## src/rtl/sgdma_stat_pkg.sv

```systemverilog
package sgdma_stat_pkg;
  localparam int FLAG_ERR   = 0;
  localparam int FLAG_EOP   = 1;
  localparam int FLAG_DESC  = 2;
  localparam int FLAG_CHAIN = 3;
  localparam int FLAG_BUSY  = 4;
  localparam int N_STICKY   = 4;
  localparam int N_USED     = 5;
endpackage

```

## src/rtl/sgdma_sticky_flag.sv

```systemverilog
module sgdma_sticky_flag (
  input  logic clk,
  input  logic rst,
  input  logic set_i,
  input  logic clr_i,
  output logic q_o
);
  logic q_r;

  // set has priority over a same-cycle clear so no event is lost
  always_ff @(posedge clk) begin
    if (rst)        q_r <= 1'b0;
    else if (set_i) q_r <= 1'b1;
    else if (clr_i) q_r <= 1'b0;
  end

  assign q_o = q_r;


  set_wins_chk: assert property (@(posedge clk) disable iff (rst)
    set_i |=> q_o);


  hold_chk: assert property (@(posedge clk) disable iff (rst)
    (q_o && !clr_i) |=> q_o);


  clear_chk: assert property (@(posedge clk) disable iff (rst)
    (clr_i && !set_i) |=> !q_o);
endmodule

```

## src/rtl/sgdma_busy_track.sv

```systemverilog
module sgdma_busy_track (
  input  logic clk,
  input  logic rst,
  input  logic run,
  input  logic stop_on_err,
  input  logic ev_err,
  input  logic ev_desc_done,
  input  logic ev_chain_done,
  output logic busy_o
);
  logic run_q, busy_q, stop_pend_q, chain_fin_q;
  logic rise, err_stop, halt_now, finish_now;

  assign rise       = run & ~run_q;
  assign err_stop   = busy_q & ev_err & stop_on_err;
  assign halt_now   = (stop_pend_q | err_stop) & ev_desc_done;
  assign finish_now = ~run & (chain_fin_q | ev_chain_done | ev_desc_done);

  always_ff @(posedge clk) begin
    if (rst) begin
      run_q       <= 1'b0;
      busy_q      <= 1'b0;
      stop_pend_q <= 1'b0;
      chain_fin_q <= 1'b0;
    end else begin
      run_q <= run;
      if (rise) begin
        busy_q      <= 1'b1;
        stop_pend_q <= 1'b0;
        chain_fin_q <= 1'b0;
      end else if (busy_q) begin
        if (halt_now || finish_now) begin
          busy_q      <= 1'b0;
          stop_pend_q <= 1'b0;
          chain_fin_q <= 1'b0;
        end else begin
          stop_pend_q <= stop_pend_q | err_stop;
          chain_fin_q <= chain_fin_q | ev_chain_done;
        end
      end
    end
  end

  assign busy_o = busy_q;


  busy_rise_chk: assert property (@(posedge clk) disable iff (rst)
    (run && !run_q) |=> busy_o);


  busy_hold_chk: assert property (@(posedge clk) disable iff (rst)
    (busy_o && run && !stop_pend_q && !(ev_err && stop_on_err)) |=> busy_o);


  stop_drop_chk: assert property (@(posedge clk) disable iff (rst)
    (busy_o && stop_pend_q && ev_desc_done && !rise) |=> !busy_o);


  no_restart_chk: assert property (@(posedge clk) disable iff (rst)
    (!busy_o && run && run_q) |=> !busy_o);
endmodule

```

## src/rtl/sgdma_status_reg.sv

```systemverilog
module sgdma_status_reg #(
  parameter int REG_W         = 32,
  parameter bit STREAM_TO_MEM = 1'b1
) (
  input  logic             clk,
  input  logic             rst,
  input  logic             run,
  input  logic             stop_on_err,
  input  logic             ev_err,
  input  logic             ev_eop,
  input  logic             ev_desc_done,
  input  logic             ev_chain_done,
  input  logic             wr_en,
  input  logic [REG_W-1:0] wr_data,
  output logic [REG_W-1:0] rd_data
);
  import sgdma_stat_pkg::*;

  localparam int RSV_W = REG_W - N_USED;

  logic [N_STICKY-1:0] ev_vec, clr_vec, flag_q;
  logic                eop_gated, busy;

  generate
    if (STREAM_TO_MEM) begin : g_eop_on
      assign eop_gated = ev_eop;
    end else begin : g_eop_off
      assign eop_gated = 1'b0;
    end
  endgenerate

  always_comb begin
    ev_vec             = '0;
    ev_vec[FLAG_ERR]   = ev_err;
    ev_vec[FLAG_EOP]   = eop_gated;
    ev_vec[FLAG_DESC]  = ev_desc_done;
    ev_vec[FLAG_CHAIN] = ev_chain_done;
  end

  assign clr_vec = wr_en ? wr_data[N_STICKY-1:0] : '0;

  generate
    for (genvar i = 0; i < N_STICKY; i++) begin : g_flag
      sgdma_sticky_flag u_flag (
        .clk  (clk),
        .rst  (rst),
        .set_i(ev_vec[i]),
        .clr_i(clr_vec[i]),
        .q_o  (flag_q[i])
      );
    end
  endgenerate

  sgdma_busy_track u_busy (
    .clk          (clk),
    .rst          (rst),
    .run          (run),
    .stop_on_err  (stop_on_err),
    .ev_err       (ev_err),
    .ev_desc_done (ev_desc_done),
    .ev_chain_done(ev_chain_done),
    .busy_o       (busy)
  );

  assign rd_data = {{RSV_W{1'b0}}, busy, flag_q};


  reset_zero_chk: assert property (@(posedge clk)
    rst |=> (rd_data == '0));
endmodule

```

## config.mk

```make
export PLATFORM = sky130hd
export DESIGN_NAME = sgdma_status_reg
export DESIGN_NICKNAME = d
export VERILOG_FILES = /design/src/rtl/sgdma_stat_pkg.sv /design/src/rtl/sgdma_sticky_flag.sv /design/src/rtl/sgdma_busy_track.sv /design/src/rtl/sgdma_status_reg.sv
export SDC_FILE = /design/constraint.sdc
export NUM_CORES = 1
export LEC_CHECK = 0
export BUFFER_PORTS_ARGS = -buffer_cell sky130_fd_sc_hd__buf_2
export CAP_MARGIN = 10
export CORE_UTILIZATION = 30
export DETAILED_ROUTE_END_ITERATION = 12
export GPL_ROUTABILITY_DRIVEN = 0
export PLACE_DENSITY = 0.77
export SLEW_MARGIN = 20
export SYNTH_ARGS = -nofsm -noshare
export SYNTH_HDL_FRONTEND = slang
export SYNTH_HIERARCHICAL = 1
export SYNTH_SLANG_ARGS = --single-unit
export TNS_END_PERCENT = 1
```

## constraint.sdc

```tcl
create_clock -name clk -period 2.84 [get_ports clk]
set_clock_uncertainty 0.2 [all_clocks]
set_input_delay 0.142 -clock clk [delete_from_list [all_inputs] [get_ports clk]]
set_output_delay 0.142 -clock clk [all_outputs]
set_load 0.03 [all_outputs]
```

# == Word level (Yosys, flattened, before mapping) ==
# Cells that the tools add are included.
# op_classes
mux,14
n_reduce_logical,6
bitwise,10
# op_table
operator,count
$mux 1,13
$reduce_bool 2->1,4
$and 1x1->1,5
$mux 4,1
$or 1x1->1,3
$not 1->1,2
$reduce_or 2->1,1
$logic_or 1x1->1,1
# totals
regBits,8
out_inout_bits,32
input_bits,41
word_cells,38

# == Depth between registers and ports, before layout ==
# Gate-level depths: netlist (run 1).
# depth
ltp_word,8
mapped_depth,3
ltp_nobuf,3

# == Hierarchy ==
# Netlist (run 1), hierarchy kept.
# by_module_without_submodules
module,instances,area_per_inst_um2,cells_per_inst
sgdma_status_reg,1,239.0,33
sgdma_busy_track,1,175.2,18
sgdma_sticky_flag,4,38.8,4

# == Least setup slack after synthesis (run 1) ==
# OpenSTA, ideal clock, no wires.
# synth_path
path_kind,register to register
start,reg u_busy.chain_fin_q
end,reg u_busy.chain_fin_q
synth_period_minus_slack_ns,1.227
path_stages_with_launch,4
setup_slack_ns,1.613
arrival_ns,0.923
path_cell_list,dfxtp_1 nor3_2 o22ai_1 a2111oi_2
# synth_between
elab_chain_cells,5
# synth_rtl
item,line_no,text
from (decl),sgdma_busy_track.sv:11,"logic run_q, busy_q, stop_pend_q, chain_fin_q;"
from (signal assigned),sgdma_busy_track.sv:38,chain_fin_q <= chain_fin_q | ev_chain_done;
$or 1x1->1 *,"sgdma_busy_track.sv:17, sgdma_busy_track.sv:38",
$or 1x1->1,sgdma_busy_track.sv:17,assign finish_now = ~run & (chain_fin_q | ev_chain_done | ev_desc_done);
$and 1x1->1,sgdma_busy_track.sv:17,
$logic_or 1x1->1,sgdma_busy_track.sv:32,if (halt_now || finish_now) begin
$mux 1 *,sgdma_busy_track.sv:32,
# Every way passes the cells marked *; elsewhere a longest branch is shown, timed or not.
# A chain may end at the register's enable or synchronous reset.

# == Worst setup path after layout (run 1) ==
# layout_path
start,in ev_chain_done
end,reg g_flag[3].u_flag.q_r
# layout_between
elab_chain_cells,1
elab_cells_between_ends,2
# layout_rtl
item,line_no,text
from (decl),sgdma_status_reg.sv:12,"input logic ev_chain_done,"
$mux 1 or $reduce_bool 2->1 (tied branches),n/a,
to (signal assigned),sgdma_sticky_flag.sv:12,if (rst) q_r <= 1'b0;
to (signal assigned),sgdma_sticky_flag.sv:13,else if (set_i) q_r <= 1'b1;
to (signal assigned),sgdma_sticky_flag.sv:14,else if (clr_i) q_r <= 1'b0;
to (decl),sgdma_sticky_flag.sv:8,logic q_r;
# Several ways; a longest one is shown, not always the timed one.

==> results.toml, run 1 <==
[clocking]
ctsResizeCount = 0
clockRootBuffer = "clkbuf_4"
clock_latency_ns = 0.25
clock_sinks = 8
post_cts_buffers = 0
htree_levels = 1
cts_max_path_buffers = 2
cts.clk_slew.worst_paths_ns = 0.06
numCtsBuffers = 3
cts_tree = "built"
hold_buffers = 11

[sta]
finalHoldViolations = 0
period_minus_slack_ns = 1.55
slew_violations = 0
setup_violations = 0
timing.final.crit_share = 0.547
max_freq_mhz = 643
setup_tns_ns = 0
rsz0062_at_grt = "false"

[yosys]
synth_most_common_cell = "buf_4"
synth_ff_type = "dfxtp_1"
yosys_warnings = 6
synth_top_area_cell = "buf_4"
yosysSeqAreaShare = 0.281
async_flop_share = 0
ys_types = 17
synth_area_leaders = "buf_4, dfxtp_1, a21oi_2"
ys_top_cells_by_count = "buf_4, dfxtp_1, inv_1"
netlist_instances = 67
ys_ff_latch = 8
synth_edf_count = 0
synth_top_area_frac = 0.369
synthesis.area_um2 = 569
synth.avg_cell_area_um2 = 8.50

[route]
drt-total-wl_um = 874
via_per_inst = 3.60
dr.first_iter.drc_count = 3
wire_per_inst_um = 7.22
route.vias.total = 436
ant_nets = 0
first_pass_iters = 4
drc_errors = 0

[die]
fp.dieW_um = 45.6
io_pins = 73
start_util = 0.326
rows = 15
die_y_um = 45.6
core_area_um2 = 1750
die-area_um2 = 2080

[pwr]
power.leakage_nw = 0.364
power.density_nw_per_um2 = 447
ir_drop_mv = 0.164

[flow_run]
drv_cap = 0

[layout]
nFillCells = 197
drive_gt1_frac = 0.271
nets = 139
area_growth_pct = 24.0
antennaDiodeCount = 0
utilization = 0.404
multiInputGateArea_um2 = 274
regArea_um2 = 160

[placed_design]
dp_hpwl_um = 687
io_buffers = 17

[grt]
grt_max_degree = 9
grt_pass1_vias = 374
antenna_found_initial = 0
overflow = 0
grtUsageTotal = 0.100
grt_pass1_wl_um = 1460

[setup_path]
crit_slowest_cell = "dlygate4sd3_1"
required_ns = 2.77
crit_type = "input pin to flop"
timing.critical_path.arrival_ns = 1.49
crit_top_cell = "dlygate4sd3_1"
cp-start-kind = "input pin"
r2r_cells = 3
critPathCaptureType = "flop"
max_stage_delay_ns = 0.55
cp_max_fo = 3
path_cells = "dlygate4sd3_1 > buf_2 > inv_1 > a21oi_2 > dlygate4sd3_1"

[worst_hold_path]
worst_hold_path_type = "input pin to flop"
whs_path_depth = 3

[status]
status = "complete, no violations"
[area by class of cell]
cell class,count,area share
timing repair buffer,28,0.277
tap,25,0.0443
clock buffer,3,0.0319
multi-input combinational,51,0.388
sequential,8,0.227
inverter,6,0.0319
[cell families after synthesis]
group | Yosys count | synth area share
other cells | 1 | 0.00659
compound gates | 12 | 0.169
flops | 8 | 0.281
buf+inv | 34 | 0.409
simple gates | 12 | 0.134
[cell usage in the layout (no fill, tap or decap), drive strengths merged]
cell type / netlist / layout
conb: 1 / 27
buf: 28 / 17
dlygate4sd3: 0 / 11
dfxtp: 8 / 8
inv: 6 / 6
a21oi: 6 / 6
and2: 4 / 4
nand2b: 4 / 4
clkbuf: 0 / 3
nor2b: 2 / 2
a2111oi: 2 / 2
nor3: 1 / 1
o21ai: 1 / 1
a31oi: 1 / 1
o22ai: 1 / 1
nand2: 1 / 1
o2bb2ai: 1 / 1
[per-layer routing]
layer | track usage | wire length, um | vias up
li1 | - | - | 217
met1 | 0.108 | 374 | 195
met2 | 0.169 | 432 | 24
met3 | 0.0238 | 68 | 0
met4 | 0.0727 | 0 | 0
met5 | 0 | 0 | -
[path summary, 6_finish.rpt]
kind                                      startpoint                    to  slack [ns]
worst min-delay path                     stop_on_err    u_busy/stop_pend_q        0.08
worst min register to register         u_busy/busy_o         u_busy/busy_o        0.34
worst max-delay path                   ev_chain_done  g_flag[3].u_flag/q_o        1.29
worst max register to register  g_flag[0].u_flag/q_o  g_flag[0].u_flag/q_o        1.52
[metrics by stage]
stage | hold slack [ns] | setup WS [ns] | cells | power [mW] | instance area, um^2
after floorplan | 0.00444 | 1.61 | 93 | 0.230 | 667
after global placement | 0.181 | 1.58 | 107 | 0.218 | 573
after detailed placement | 0.186 | 1.53 | 107 | 0.220 | 573
after CTS | 0.0773 | 1.29 | 121 | 0.322 | 706
after global routing | 0.107 | 1.22 | 121 | 0.338 | 706
final | 0.0803 | 1.29 | 121 | 0.316 | 706
[critical path, delay by kind of cell]
family,cells,cell delay (ns)
AOI/OAI and AO/OA,1,0.05
buffers and inverters,4,1.29
[state kept, by name (all words and copies together), names as in the netlist]
name	cells
u_busy/chain_fin_q	1
u_busy/stop_pend_q	1
u_busy/run_q	1
g_flag.u_flag/q_o	4
u_busy/busy_o	1
[power by group]
part | internal [mW] | switching (mW)
clock | 0.0483 | 0.0373
sequential | 0.119 | 0.00439
combinational | 0.0302 | 0.0764
total | 0.198 | 0.118
Note: power is estimated with default switching activity, not from simulation.
==> inputs of run 2 (changes only) <==
--- a/config.mk
+++ b/config.mk
@@ -7,10 +7,11 @@
 export LEC_CHECK = 0
 export BUFFER_PORTS_ARGS = -buffer_cell sky130_fd_sc_hd__buf_2
 export CAP_MARGIN = 10
-export CORE_UTILIZATION = 30
+export CORE_ASPECT_RATIO = 1.5
+export CORE_UTILIZATION = 28
 export DETAILED_ROUTE_END_ITERATION = 12
 export GPL_ROUTABILITY_DRIVEN = 0
-export PLACE_DENSITY = 0.77
+export PLACE_DENSITY = 0.75
 export SLEW_MARGIN = 20
 export SYNTH_ARGS = -nofsm -noshare
 export SYNTH_HDL_FRONTEND = slang
==> constraint.sdc (replaced) <==
create_clock -name clk -period 1.25 [get_ports clk]
set_clock_uncertainty 0.2 [all_clocks]
set_input_delay 0.0625 -clock clk [delete_from_list [all_inputs] [get_ports clk]]
set_output_delay 0.0625 -clock clk [all_outputs]
set_load 0.03 [all_outputs]
==> results.toml, run 2 (synthesized netlist as in run 1, its figures left out) <==
[route]
ant_nets = 0
dr.first_iter.drc_count = 2
drc_errors = 0
first_pass_iters = 2
drt-total-wl_um = 963
wire_per_inst_um = 8.30
via_per_inst = 3.88
route.vias.total = 450

[grt]
overflow = 0
grt_max_degree = 9
antenna_found_initial = 0
grt_pass1_vias = 391
top_usage_layer = "met2"
grt_pass1_wl_um = 1500
met2_usage = 0.164
use_met3 = 0.0233
grtUsageMet1 = 0.103
grtUsageTotal = 0.0952

[sta]
hold_slack_ns = -0.0177
slew_violations = 0
setup_violations = 0
setup_tns_ns = 0
fin_ws_ns = 0.0364
rsz0062_at_grt = "true"
period_minus_slack_ns = 1.21
finalHoldViolations = 1
timing.final.crit_share = 0.971
max_freq_mhz = 824

[setup_path]
max_stage_delay_ns = 0.31
crit_type = "flop to flop"
timing.critical_path.arrival_ns = 1.16
critPathCaptureType = "flop"
path_buf_inv = 0
crit_slowest_cell = "dfxtp_1"
path_cells = "nor3_2 > o22ai_2 > a2111oi_2"
cp-start-kind = "flop"
cp_top_family = "compound AO/OA/AOI/OAI gates"
required_ns = 1.19
cp_max_fo = 2

[clocking]
cts_max_path_buffers = 2
htree_levels = 1
cts.clk_slew.worst_paths_ns = 0.06
cts_tree = "built"
clock_latency_ns = 0.25
clock_sinks = 8
clockRootBuffer = "clkbuf_4"
hold_buffers = 9
numCtsBuffers = 3

[pwr]
ir_drop_mv = 0.521
power.leakage_nw = 0.356
power.density_nw_per_um2 = 1030
finalPower_mw = 0.717

[die]
rows = 19
io_pins = 73
core_area_um2 = 1880
die_y_um = 57.2
fp.dieW_um = 38.8
die-area_um2 = 2220
start_util = 0.303

[layout]
nets = 138
largest_reg_flops = 4
final_common_cell = "conb_1"
area_growth_pct = 22.2
final_cell_mix = "conb_1, buf_2, dlygate4sd3_1"
antennaDiodeCount = 0
instances_no_fill = 116
drive_gt1_frac = 0.305

[flow_run]
drv_cap = 0

[status]
violations = "hold timing"
status = "complete, but fails checks"

[placed_design]
dp_hpwl_um = 682
placedCellCount = 103
io_buffers = 17
place_ws_ns = -0.0559

[worst_hold_path]
worst_hold_path_type = "input pin to flop"
-- run 2: changes by cell type in the layout (fill, tap and decap cells not counted) --
cell / previous run / this run
buf_4: 0 / 1
dfxtp_1: 8 / 7
dfxtp_2: 0 / 1
dlygate4sd3_1: 11 / 9
o22ai_1: 1 / 0
o22ai_2: 0 / 1
-- run 2: report_power, final --
part	internal [mW]	switching (mW)
Clock	0.110	0.0836
Combinational	0.0670	0.176
Sequential	0.271	0.00992
Total	0.448	0.269
-- run 2: layout make-up --
cell class / instances / area [um^2]
Inverter: 6 / 22.5
Sequential cell: 8 / 161
Fill cell: 213 / 1180
Tap cell: 21 / 26.3
Clock buffer: 3 / 22.5
Timing Repair Buffer: 27 / 183
Multi-Input combinational cell: 51 / 280
-- run 2: worst register-to-register path, stage by stage, from the launching register on --
cell and delay (ns):
dfxtp_1 0.31, nor3_2 0.17, o22ai_2 0.14, a2111oi_2 0.29
-- run 2: final timing paths --
kind,end,startpoint,slack (ns),depth (start not counted)
hold reg to reg,g_flag[1].u_flag/q_o,g_flag[1].u_flag/q_o,0.28,2
setup / recovery,u_busy/chain_fin_q,u_busy/chain_fin_q,0.04,3
hold / removal,u_busy/stop_pend_q,ev_desc_done,-0.02,4
setup reg to reg,u_busy/chain_fin_q,u_busy/chain_fin_q,0.04,3
-- run 2: what timing repair did --
item,in CTS,in global routing
setup endpoints to repair,2,2
setup buffers,1,0
pin swaps,4,1
gates resized for setup,1,1
hold endpoints to repair,7,1
-- run 2: layer usage --
metal,part of all wire,vias to the layer above
li1,-,218
met1,0.39,199
met2,0.53,33
met3,0.084,0
met4,0,0
met5,0,-
-- run 2: per-stage QoR --
step / hold WS (ns) / area, um^2 / util
global placement: 0.0989 / 568 / 0.302
global route: -0.00200 / 696 / 0.370
CTS: -0.0233 / 694 / 0.370
detailed placement: 0.115 / 568 / 0.302
floorplan: -0.0751 / 667 / -
finish: -0.0177 / 696 / 0.370
==> inputs of run 3 (changes only) <==
--- a/config.mk
+++ b/config.mk
@@ -12,6 +12,7 @@
 export DETAILED_ROUTE_END_ITERATION = 12
 export GPL_ROUTABILITY_DRIVEN = 0
 export PLACE_DENSITY = 0.75
+export SETUP_SLACK_MARGIN = 0.1
 export SLEW_MARGIN = 20
 export SYNTH_ARGS = -nofsm -noshare
 export SYNTH_HDL_FRONTEND = slang
==> results.toml, run 3 (synthesized netlist as in run 1, its figures left out) <==
[die]
core_area_um2 = 1880
io_pins = 73
die-area_um2 = 2220
start_util = 0.303
die_y_um = 57.2
fp.dieW_um = 38.8
rows = 19

[worst_hold_path]
worst_hold_path_type = "input pin to flop"
whs_path_depth = 4

[clocking]
clockRootBuffer = "clkbuf_4"
clock_sinks = 8
cts_max_path_buffers = 2
htree_levels = 1
cts_tree = "built"
cts.clk_slew.worst_paths_ns = 0.05
numCtsBuffers = 3
clock_latency_ns = 0.25

[placed_design]
dp_hpwl_um = 672
io_buffers = 17
placed_area_um2 = 568

[route]
via_per_inst = 3.92
route.vias.total = 443
drc_errors = 0
first_pass_iters = 4
ant_nets = 0
wire_per_inst_um = 8.12
drt-total-wl_um = 918
dr.first_iter.drc_count = 5

[pwr]
ir_drop_mv = 0.727
power.density_nw_per_um2 = 1070
power.leakage_nw = 0.342
power.switching_mw = 0.266
pwr-share-seq = 0.399
p_clk_frac = 0.273
finalPower_mw = 0.705
switching_share = 0.377
intPower_mw = 0.439
combPwrFrac = 0.329

[grt]
grt_max_degree = 9
antenna_found_initial = 0
overflow = 0
grt_pass1_wl_um = 1390
grtUsageTotal = 0.0921
grt_pass1_vias = 325

[setup_path]
timing.critical_path.arrival_ns = 1.13
critPathCaptureType = "flop"
cp-start-kind = "input pin"
required_ns = 1.19
r2r_slack_ns = 0.07
r2r_cells = 3
cp_max_fo = 6
crit_type = "input pin to flop"

[layout]
antennaDiodeCount = 0
area_growth_pct = 16.3
largest_reg_flops = 4
nets = 135
utilization = 0.352
final_cell_mix = "conb_1, buf_2, dlygate4sd3_1, dfxtp_1, inv_1"
drive_gt1_frac = 0.293
finalInstanceArea_um2 = 662
final_common_cell = "conb_1"

[sta]
hold_slack_ns = -0.0292
slew_violations = 0
max_freq_mhz = 837
setup_tns_ns = 0
finalHoldViolations = 4
timing.final.crit_share = 0.955
period_minus_slack_ns = 1.19
rsz0062_at_grt = "true"
setup_violations = 0

[status]
status = "complete, but fails checks"
violations = "hold timing"

[flow_run]
drv_cap = 0
-- run 3: area by class of cell --
type / instances / area [um^2]
sequential: 8 / 161
fill: 211 / 1220
timing repair buffer: 24 / 155
clock buffer: 3 / 22.5
inverter: 6 / 22.5
multi-input combinational: 51 / 274
tap: 21 / 26.3
-- run 3: timing repair --
item,CTS,global route
hold buffers,5,2
resized for setup,1,0
pin swaps,1,0
setup buffers,0,0
endpoints found under the hold margin,7,6
endpoints found under the setup margin,3,2
-- run 3: final timing paths --
| check | start | to |
|---|---|---|
| worst min register to register | g_flag[2].u_flag/q_o | g_flag[2].u_flag/q_o |
| worst min-delay path | ev_desc_done | u_busy/stop_pend_q |
| worst max register to register | u_busy/chain_fin_q | u_busy/chain_fin_q |
| worst max-delay path | rst | u_busy/stop_pend_q |
-- run 3: per-layer routing --
layer | global-route usage | share of wire | vias to the layer above
met4 | 0.0591 | 0.029 | 0
met5 | 0 | 0 | -
li1 | - | - | 212
met1 | 0.105 | 0.38 | 197
met3 | 0.0350 | 0.097 | 4
met2 | 0.138 | 0.49 | 30
-- run 3: per-stage QoR --
| stage | hold slack, ns | setup slack, ns | instances |
|---|---|---|---|
| 2_1_floorplan | -0.0751 | 0.125 | 93 |
| 3_3_place_gp | 0.0979 | 0.0879 | 103 |
| 3_5_place_dp | 0.111 | 0.0413 | 103 |
| 4_1_cts | -0.105 | 0.0683 | 111 |
| 5_1_grt | 0.00811 | -0.0197 | 113 |
| 6_report | -0.0292 | 0.0559 | 113 |
-- run 3: worst max-delay path, stage by stage --
cell           delay, ns
buf_2               0.12
dlygate4sd3_1       0.68
a2111oi_1           0.28
-- run 3: power groups by stage --
stage | logic (mW) | clock network (mW) | registers, mW
6_report | 0.232 | 0.192 | 0.281
5_1_grt | 0.250 | 0.219 | 0.283
4_1_cts | 0.225 | 0.201 | 0.281
3_5_place_dp | 0.213 | 0 | 0.286
3_3_place_gp | 0.211 | 0 | 0.285
2_1_floorplan | 0.220 | 0 | 0.303
